<file path="config.mk">
export PLATFORM = sky130hd
export DESIGN_NAME = csa7_tree
export DESIGN_NICKNAME = d
export VERILOG_FILES = /design/src/rtl/csa7_pkg.sv /design/src/rtl/csa_row.sv /design/src/rtl/ripple_cpa.sv /design/src/rtl/csa7_tree.sv
export SDC_FILE = /design/constraint.sdc
export NUM_CORES = 1
export LEC_CHECK = 0
export BUFFER_PORTS_ARGS = -buffer_cell sky130_fd_sc_hd__buf_2
export CORE_ASPECT_RATIO = 0.8
export CORE_MARGIN = 5
export CORE_UTILIZATION = 49
export DETAILED_ROUTE_END_ITERATION = 10
export PLACE_DENSITY_LB_ADDON = 0.12
export SYNTH_ARGS = -nofsm -noshare
export SYNTH_HDL_FRONTEND = slang
export SYNTH_HIERARCHICAL = 1
export SYNTH_SLANG_ARGS = --single-unit
</file>
<file path="constraint.sdc">
create_clock -name vclk -period 20.7
set_clock_uncertainty 0.1 [all_clocks]
set_input_delay 6.21 -clock vclk [all_inputs]
set_output_delay 6.21 -clock vclk [all_outputs]
set_load 0.01 [all_outputs]
</file>
<file path="src/rtl/csa7_pkg.sv">
package csa7_pkg;
    // Default operand width; the sum width adds three bits for seven operands.
    localparam int unsigned OPW_DEF   = 8;
    localparam int unsigned N_OPS     = 7;
    localparam int unsigned N_ROWS    = 5;
    localparam int unsigned GROWTH    = 3;   // ceil(log2(7))
endpackage

</file>
<file path="src/rtl/csa_row.sv">
module csa_row #(
    parameter int unsigned W = 11
) (
    input  logic [W-1:0] x_i,
    input  logic [W-1:0] y_i,
    input  logic [W-1:0] z_i,
    output logic [W-1:0] s_o,
    output logic [W:0]   c_o
);
    logic [W-1:0] maj;

    for (genvar b = 0; b < W; b++) begin : g_bit
        assign s_o[b] = x_i[b] ^ y_i[b] ^ z_i[b];
        assign maj[b] = (x_i[b] & y_i[b]) | (x_i[b] & z_i[b]) | (y_i[b] & z_i[b]);
    end

    // Carry weighs one place more than the bit that produced it.
    assign c_o = {maj, 1'b0};
endmodule

</file>
<file path="src/rtl/ripple_cpa.sv">
module ripple_cpa #(
    parameter int unsigned W = 11
) (
    input  logic [W-1:0] a_i,
    input  logic [W-1:0] b_i,
    output logic [W-1:0] sum_o,
    output logic         cout_o
);
    logic [W:0] cy;

    assign cy[0] = 1'b0;

    for (genvar b = 0; b < W; b++) begin : g_fa
        assign sum_o[b] = a_i[b] ^ b_i[b] ^ cy[b];
        assign cy[b+1]  = (a_i[b] & b_i[b]) | (cy[b] & (a_i[b] ^ b_i[b]));
    end

    assign cout_o = cy[W];
endmodule

</file>
<file path="src/rtl/csa7_tree.sv">
module csa7_tree
    import csa7_pkg::*;
#(
    parameter int unsigned OPW = OPW_DEF
) (
    input  logic [OPW-1:0]   opa_i,
    input  logic [OPW-1:0]   opb_i,
    input  logic [OPW-1:0]   opc_i,
    input  logic [OPW-1:0]   opd_i,
    input  logic [OPW-1:0]   ope_i,
    input  logic [OPW-1:0]   opf_i,
    input  logic [OPW-1:0]   opg_i,
    output logic [OPW+2:0]   sum_o
);
    localparam int unsigned SW = OPW + GROWTH;

    // Zero-extended operands at the full sum width.
    logic [N_OPS-1:0][SW-1:0]  opx;

    // Row wiring: inputs, partial sums, full-width carries, truncated carries.
    logic [N_ROWS-1:0][SW-1:0] rx;
    logic [N_ROWS-1:0][SW-1:0] ry;
    logic [N_ROWS-1:0][SW-1:0] rz;
    logic [N_ROWS-1:0][SW-1:0] rs;
    logic [N_ROWS-1:0][SW:0]   rc_full;
    logic [N_ROWS-1:0][SW-1:0] rc;

    logic                      cpa_cout;

    assign opx[0] = {{GROWTH{1'b0}}, opa_i};
    assign opx[1] = {{GROWTH{1'b0}}, opb_i};
    assign opx[2] = {{GROWTH{1'b0}}, opc_i};
    assign opx[3] = {{GROWTH{1'b0}}, opd_i};
    assign opx[4] = {{GROWTH{1'b0}}, ope_i};
    assign opx[5] = {{GROWTH{1'b0}}, opf_i};
    assign opx[6] = {{GROWTH{1'b0}}, opg_i};

    // Wallace schedule, seven vectors down to two:
    //   level 1: row0(A,B,C)  row1(D,E,F)        -> s0 c0 s1 c1 G
    //   level 2: row2(s0,c0,s1)                  -> s2 c2 c1 G
    //   level 3: row3(s2,c2,c1)                  -> s3 c3 G
    //   level 4: row4(s3,c3,G)                   -> s4 c4
    always_comb begin
        rx[0] = opx[0]; ry[0] = opx[1]; rz[0] = opx[2];
        rx[1] = opx[3]; ry[1] = opx[4]; rz[1] = opx[5];
        rx[2] = rs[0];  ry[2] = rc[0];  rz[2] = rs[1];
        rx[3] = rs[2];  ry[3] = rc[2];  rz[3] = rc[1];
        rx[4] = rs[3];  ry[4] = rc[3];  rz[4] = opx[6];
    end

    for (genvar k = 0; k < N_ROWS; k++) begin : g_row
        csa_row #(.W(SW)) u_row (
            .x_i (rx[k]),
            .y_i (ry[k]),
            .z_i (rz[k]),
            .s_o (rs[k]),
            .c_o (rc_full[k])
        );
        // Top bit is provably zero since no total exceeds the SW-bit range.
        assign rc[k] = rc_full[k][SW-1:0];
    end

    ripple_cpa #(.W(SW)) u_cpa (
        .a_i    (rs[N_ROWS-1]),
        .b_i    (rc[N_ROWS-1]),
        .sum_o  (sum_o),
        .cout_o (cpa_cout)
    );
endmodule

</file>
==> impl_metrics.ini, run 1 <==
[floorplan]
coreArea_mm2 = 0.00277
row_count = 17
start_util_pct = 50.9
die_y_um = 57.9
dieArea_mm2 = 0.00405
io_pins = 67
die_x_um = 69.9

[critical_path]
slowest_stage = fa_1
slowest_delay_ns = 0.51
cp_num_buf_inv = 6
crit_type = in -> out
crit_path_cell_trace = buf_2 -> fa_1 -> fa_1 -> fa_1 -> fa_1 -> inv_1 -> fa_1 -> inv_1 -> fa_1 -> fa_1 -> fa_1 -> fa_1 -> fa_1 -> fa_1 -> fa_1 -> fa_1 -> inv_1 -> fa_1 -> inv_1 -> buf_2
end_kind = output port
crit_family = adder cells
crit_start = opa_i[1]
cp-start-kind = input port
crit_fanout = 1
required_ns = 14.39
crit_top_cell = fa_1
crit_arrival_ns = 12.06

[cells_and_area]
design_area_mm2 = 0.00183
seq_cell_count = 0
fillers = 231
antenna_cells = 0
fin_nets = 292
area_delta_synth_final_pct = 29.9
nClkBuffers = 0
fin_cells = 206
drive_above_1_share_pct = 39.9
regArea_um2 = 0
final_common_cell = buf_2
layout_common_cells = buf_2 (67), fa_1 (65), conb_1 (26)

[grt]
grt_max_degree = 2
grt_usage_pct = 13.6
grt_pass1_wl_mm = 4.53
overflow = 0
grt_pass1_vias = 1076
antenna_found_initial = 0

[timing]
fin_tns_setup_ns = 0
finalCritPeriodShare_pct = 88.7
period_needed_ns = 18.37
rsz0062_at_grt = false
setup_viol = 0
slew_violations = 0
finalHoldViolCount = 0
timing.fmax_mhz = 54.4

[clock_network]
post_cts_buffers = 0
cts_resized = 0
cts_hold_buffers = 0

[worst_hold_path]
hold_start = opg_i[0]
worstHoldPathType = in -> out

[routing]
drc = 0
via_per_inst = 4.05
ant_nets = 0
firstDrtPassIters = 2
via_count = 835
drt_wl_total_mm = 2.29
routedWlPerCell_um = 11.1
dr.first_iter.drc_count = 3

[synthesis]
syn_area_per_cell_um2 = 16.4
yosys_warnings = 6
synth_area_mm2 = 0.00141
syn-instance-count = 86

[placed_design]
globalplace.congestion = 0.766
dp_hpwl_mm = 2.48
portBuffers = 67
dp.cells = 206
placed_cell_area_mm2 = 0.00183

[power]
max-vdd-ir-drop_uv = 105
leakage_nw = 0.919
total_power_uw = 232
p_per_area_mw_per_mm2 = 127

[outcome]
status = finished clean

[flow_run]
drv_cap = 0
==> final cells by class <==
cell class	count	area (um2)	share of cell area [%]
Tap cell	38	47.5	2.60
Timing Repair Buffer	67	335	18.3
Multi-Input combinational cell	92	1410	77.2
Inverter	9	33.8	1.85
==> metrics by stage <==
stage / setup slack [ns] / hold slack [ns] / utilization, %
after global routing: 2.09 / 12.85 / 66.1
after CTS: 2.29 / 12.81 / 66.1
after global placement: 2.33 / 12.79 / 66.1
after floorplan: 2.64 / 12.63 / -
after detailed placement: 2.30 / 12.80 / 66.1
final: 2.33 / 12.80 / 66.1
==> final timing paths <==
path / depth (start not counted) / to
max: 20 / sum_o[10]
min: 4 / sum_o[0]
==> routing by layer <==
metal / share of wire [%] / wire length [um] / GRT usage, % / up-vias
li1: - / - / - / 371
met1: 36 / 819 / 18.2 / 433
met2: 56 / 1270 / 25.2 / 31
met3: 8.6 / 196 / 2.08 / 0
met4: 0 / 0 / 0 / 0
met5: 0 / 0 / 0 / -
==> report_power, final <==
| part | total [mW] | switching (mW) | internal (mW) |
|---|---|---|---|
| Sequential | 0 | 0 | 0 |
| Combinational | 0.232 | 0.125 | 0.107 |
| Clock | 0 | 0 | 0 |
| Total | 0.232 | 0.125 | 0.107 |
(Power assumes the default switching activity.)
==> run 2: changes to the inputs <==
--- a/config.mk
+++ b/config.mk
@@ -5,8 +5,8 @@
 export SDC_FILE = /design/constraint.sdc
 export NUM_CORES = 1
 export LEC_CHECK = 0
+export ABC_CLOCK_PERIOD_IN_PS = 20700
 export BUFFER_PORTS_ARGS = -buffer_cell sky130_fd_sc_hd__buf_2
-export CORE_ASPECT_RATIO = 0.8
 export CORE_MARGIN = 5
 export CORE_UTILIZATION = 49
 export DETAILED_ROUTE_END_ITERATION = 10
==> impl_metrics.ini, run 2 (synthesized netlist as in run 1, its figures left out) <==
[cells_and_area]
antenna_cells = 0
final_common_cell = buf_2
fin_nets = 292
fillers = 218
drive_above_1_share_pct = 39.9
regArea_um2 = 0
area_delta_synth_final_pct = 29.2
layout_common_cells = buf_2 (67), fa_1 (65), conb_1 (26)
nClkBuffers = 0
seq_cell_count = 0

[critical_path]
cp-start-kind = input port
crit_arrival_ns = 12.09
crit_fanout = 1
required_ns = 14.39
crit_start = opa_i[1]
crit_type = in -> out
end_kind = output port

[placed_design]
globalplace.congestion = 0.699
dp_hpwl_mm = 2.53
portBuffers = 67

[timing]
period_needed_ns = 18.40
timing.fmax_mhz = 54.4
rsz0062_at_grt = false
finalCritPeriodShare_pct = 88.9
setup_viol = 0
finalHoldViolCount = 0
whs_ns = 12.81
slew_violations = 0
fin_tns_setup_ns = 0

[grt]
grt_max_degree = 2
overflow = 0
grt_usage_pct = 14.3
grt_pass1_vias = 1179
grt_pass1_wl_mm = 4.72
antenna_found_initial = 0

[power]
max-vdd-ir-drop_uv = 132
total_power_uw = 233
p_per_area_mw_per_mm2 = 128
leakage_nw = 0.919

[flow_run]
drv_cap = 0

[floorplan]
dieArea_mm2 = 0.00404
coreArea_mm2 = 0.00276
row_count = 19
start_util_pct = 51.0
die_x_um = 63.6
die_y_um = 63.6
io_pins = 67

[routing]
drt_wl_total_mm = 2.37
routedWlPerCell_um = 11.9
ant_nets = 0
firstDrtPassIters = 4
drc = 0
via_count = 850
dr.first_iter.drc_count = 5
via_per_inst = 4.27

[worst_hold_path]
worstHoldPathType = in -> out
hold_start = opg_i[0]

[outcome]
status = finished clean

[clock_network]
cts_hold_buffers = 0
post_cts_buffers = 0
cts_resized = 0
-- run 2: cell counts in the layout (fill, tap and decap cells not counted) --
Identical to the previous run, type by type.
-- run 2: worst max-delay path, cell delays in order --
cell,delay [ns]
buf_2,0.11
fa_1,0.50
fa_1,0.52
fa_1,0.52
fa_1,0.48
inv_1,0.09
fa_1,0.17
inv_1,0.05
fa_1,0.37
fa_1,0.38
fa_1,0.39
fa_1,0.39
fa_1,0.38
fa_1,0.38
fa_1,0.39
fa_1,0.36
inv_1,0.07
fa_1,0.16
inv_1,0.04
buf_2,0.13
-- run 2: final timing paths --
check,endpoint,slack (ns),cells past startpoint
max,sum_o[10],2.30,20
min,sum_o[0],12.81,4
-- run 2: layout make-up --
class / instances / area [um2] / share of cell area, %
multi-input cells: 92 / 1410 / 77.6
inverters: 9 / 33.8 / 1.86
well taps: 31 / 38.8 / 2.13
repair buffers: 67 / 335 / 18.4
-- run 2: metal layers --
metal | share of wire (%) | up-vias | track usage (%) | routed length [um]
li1 | - | 371 | - | -
met2 | 65 | 30 | 29.9 | 1530
met1 | 29 | 449 | 16.4 | 689
met4 | 0 | 0 | 0 | 0
met5 | 0 | - | 0 | 0
met3 | 6.2 | 0 | 0.888 | 146
-- run 2: where the power goes --
part           internal [mW]  switching [mW]
logic                  0.108           0.125
clock network              0               0
registers                  0               0
total                  0.108           0.125
-- run 2: per-stage QoR --
step	cell area [um2]	util [%]	setup WS (ns)	instances
6_report	1820	66.0	2.30	199
5_1_grt	1820	66.0	1.96	199
4_1_cts	1820	66.0	2.25	199
3_5_place_dp	1820	66.0	2.26	199
3_3_place_gp	1820	66.0	2.34	199
2_1_floorplan	1480	-	2.64	106
==> run 3: changes to the inputs <==
--- a/config.mk
+++ b/config.mk
@@ -7,10 +7,10 @@
 export LEC_CHECK = 0
 export ABC_CLOCK_PERIOD_IN_PS = 20700
 export BUFFER_PORTS_ARGS = -buffer_cell sky130_fd_sc_hd__buf_2
-export CORE_MARGIN = 5
+export CORE_MARGIN = 3
 export CORE_UTILIZATION = 49
 export DETAILED_ROUTE_END_ITERATION = 10
-export PLACE_DENSITY_LB_ADDON = 0.12
+export PLACE_DENSITY = 0.82
 export SYNTH_ARGS = -nofsm -noshare
 export SYNTH_HDL_FRONTEND = slang
 export SYNTH_HIERARCHICAL = 1
==> impl_metrics.ini, run 3 (synthesized netlist as in run 1, its figures left out) <==
[floorplan]
coreArea_mm2 = 0.00261
dieArea_mm2 = 0.00355
start_util_pct = 53.9
row_count = 18
io_pins = 67
die_x_um = 59.6
die_y_um = 59.6

[power]
leakage_nw = 0.919
max-vdd-ir-drop_uv = 191
p_per_area_mw_per_mm2 = 134

[placed_design]
portBuffers = 67
globalplace.congestion = 0.804
dp.cells = 198
dp_hpwl_mm = 2.70
pre_cts_slack_ns = 2.17

[timing]
setup_viol = 0
finalHoldViolCount = 0
fin_tns_setup_ns = 0
timing.fmax_mhz = 54.1
rsz0062_at_grt = false
finalCritPeriodShare_pct = 89.4
whs_ns = 12.81
slew_violations = 0
period_needed_ns = 18.50
fin_ws_ns = 2.20

[routing]
routedWlPerCell_um = 12.8
firstDrtPassIters = 5
via_count = 875
drt_wl_total_mm = 2.54
via_per_inst = 4.42
drc = 0
ant_nets = 0
dr.first_iter.drc_count = 5

[cells_and_area]
final_common_cell = buf_2
drive_above_1_share_pct = 39.9
nClkBuffers = 0
seq_cell_count = 0
area_delta_synth_final_pct = 29.2
regArea_um2 = 0
antenna_cells = 0
layout_common_cells = buf_2 (67), fa_1 (65), conb_1 (26)
final_util_pct = 69.6
fin_cells = 198
fin_nets = 292

[critical_path]
crit_family = adder cells
slowest_delay_ns = 0.52
crit_path_cell_trace = buf_2 -> fa_1 -> fa_1 -> fa_1 -> fa_1 -> inv_1 -> fa_1 -> inv_1 -> fa_1 -> fa_1 -> fa_1 -> fa_1 -> fa_1 -> fa_1 -> fa_1 -> fa_1 -> inv_1 -> fa_1 -> inv_1 -> buf_2
slowest_stage = fa_1
end_kind = output port
crit_top_cell = fa_1
required_ns = 14.39
crit_start = opa_i[1]
crit_fanout = 1
cp_num_buf_inv = 6
crit_type = in -> out
cp-start-kind = input port
crit_arrival_ns = 12.19

[grt]
antenna_found_initial = 0
grt_usage_pct = 17.2
overflow = 0
grt_pass1_vias = 1135
grt_max_degree = 2
grt_pass1_wl_mm = 4.57

[clock_network]
cts_resized = 0
cts_hold_buffers = 0
post_cts_buffers = 0

[outcome]
status = finished clean

[worst_hold_path]
hold_start = opg_i[0]
worstHoldPathType = in -> out

[flow_run]
drv_cap = 0
run 3: worst paths after layout:
path / endpoint / slack [ns] / cells past startpoint
min: sum_o[0] / 12.81 / 4
max: sum_o[10] / 2.20 / 20
run 3: routing by layer:
layer / global-route usage (%) / wire length (um) / vias up
met5: 0 / 0 / -
met4: 0.949 / 17 / 0
met3: 2.83 / 304 / 2
met2: 34.6 / 1540 / 49
met1: 19.5 / 680 / 453
li1: - / - / 371
run 3: through the flow:
step	cell area, um2	total power, mW
CTS	1820	0.248
global placement	1820	0.231
global route	1820	0.279
detailed placement	1820	0.247
floorplan	1480	0.172
finish	1820	0.243
run 3: final cells by class:
type | instances | area [um2]
inverter | 9 | 33.8
timing repair buffer | 67 | 335
fill | 184 | 795
tap | 30 | 37.5
multi-input combinational | 92 | 1410
run 3: where the power goes:
| group | switching [mW] | internal [mW] | total [mW] |
|---|---|---|---|
| Combinational | 0.132 | 0.111 | 0.243 |
| Sequential | 0 | 0 | 0 |
| Clock | 0 | 0 | 0 |
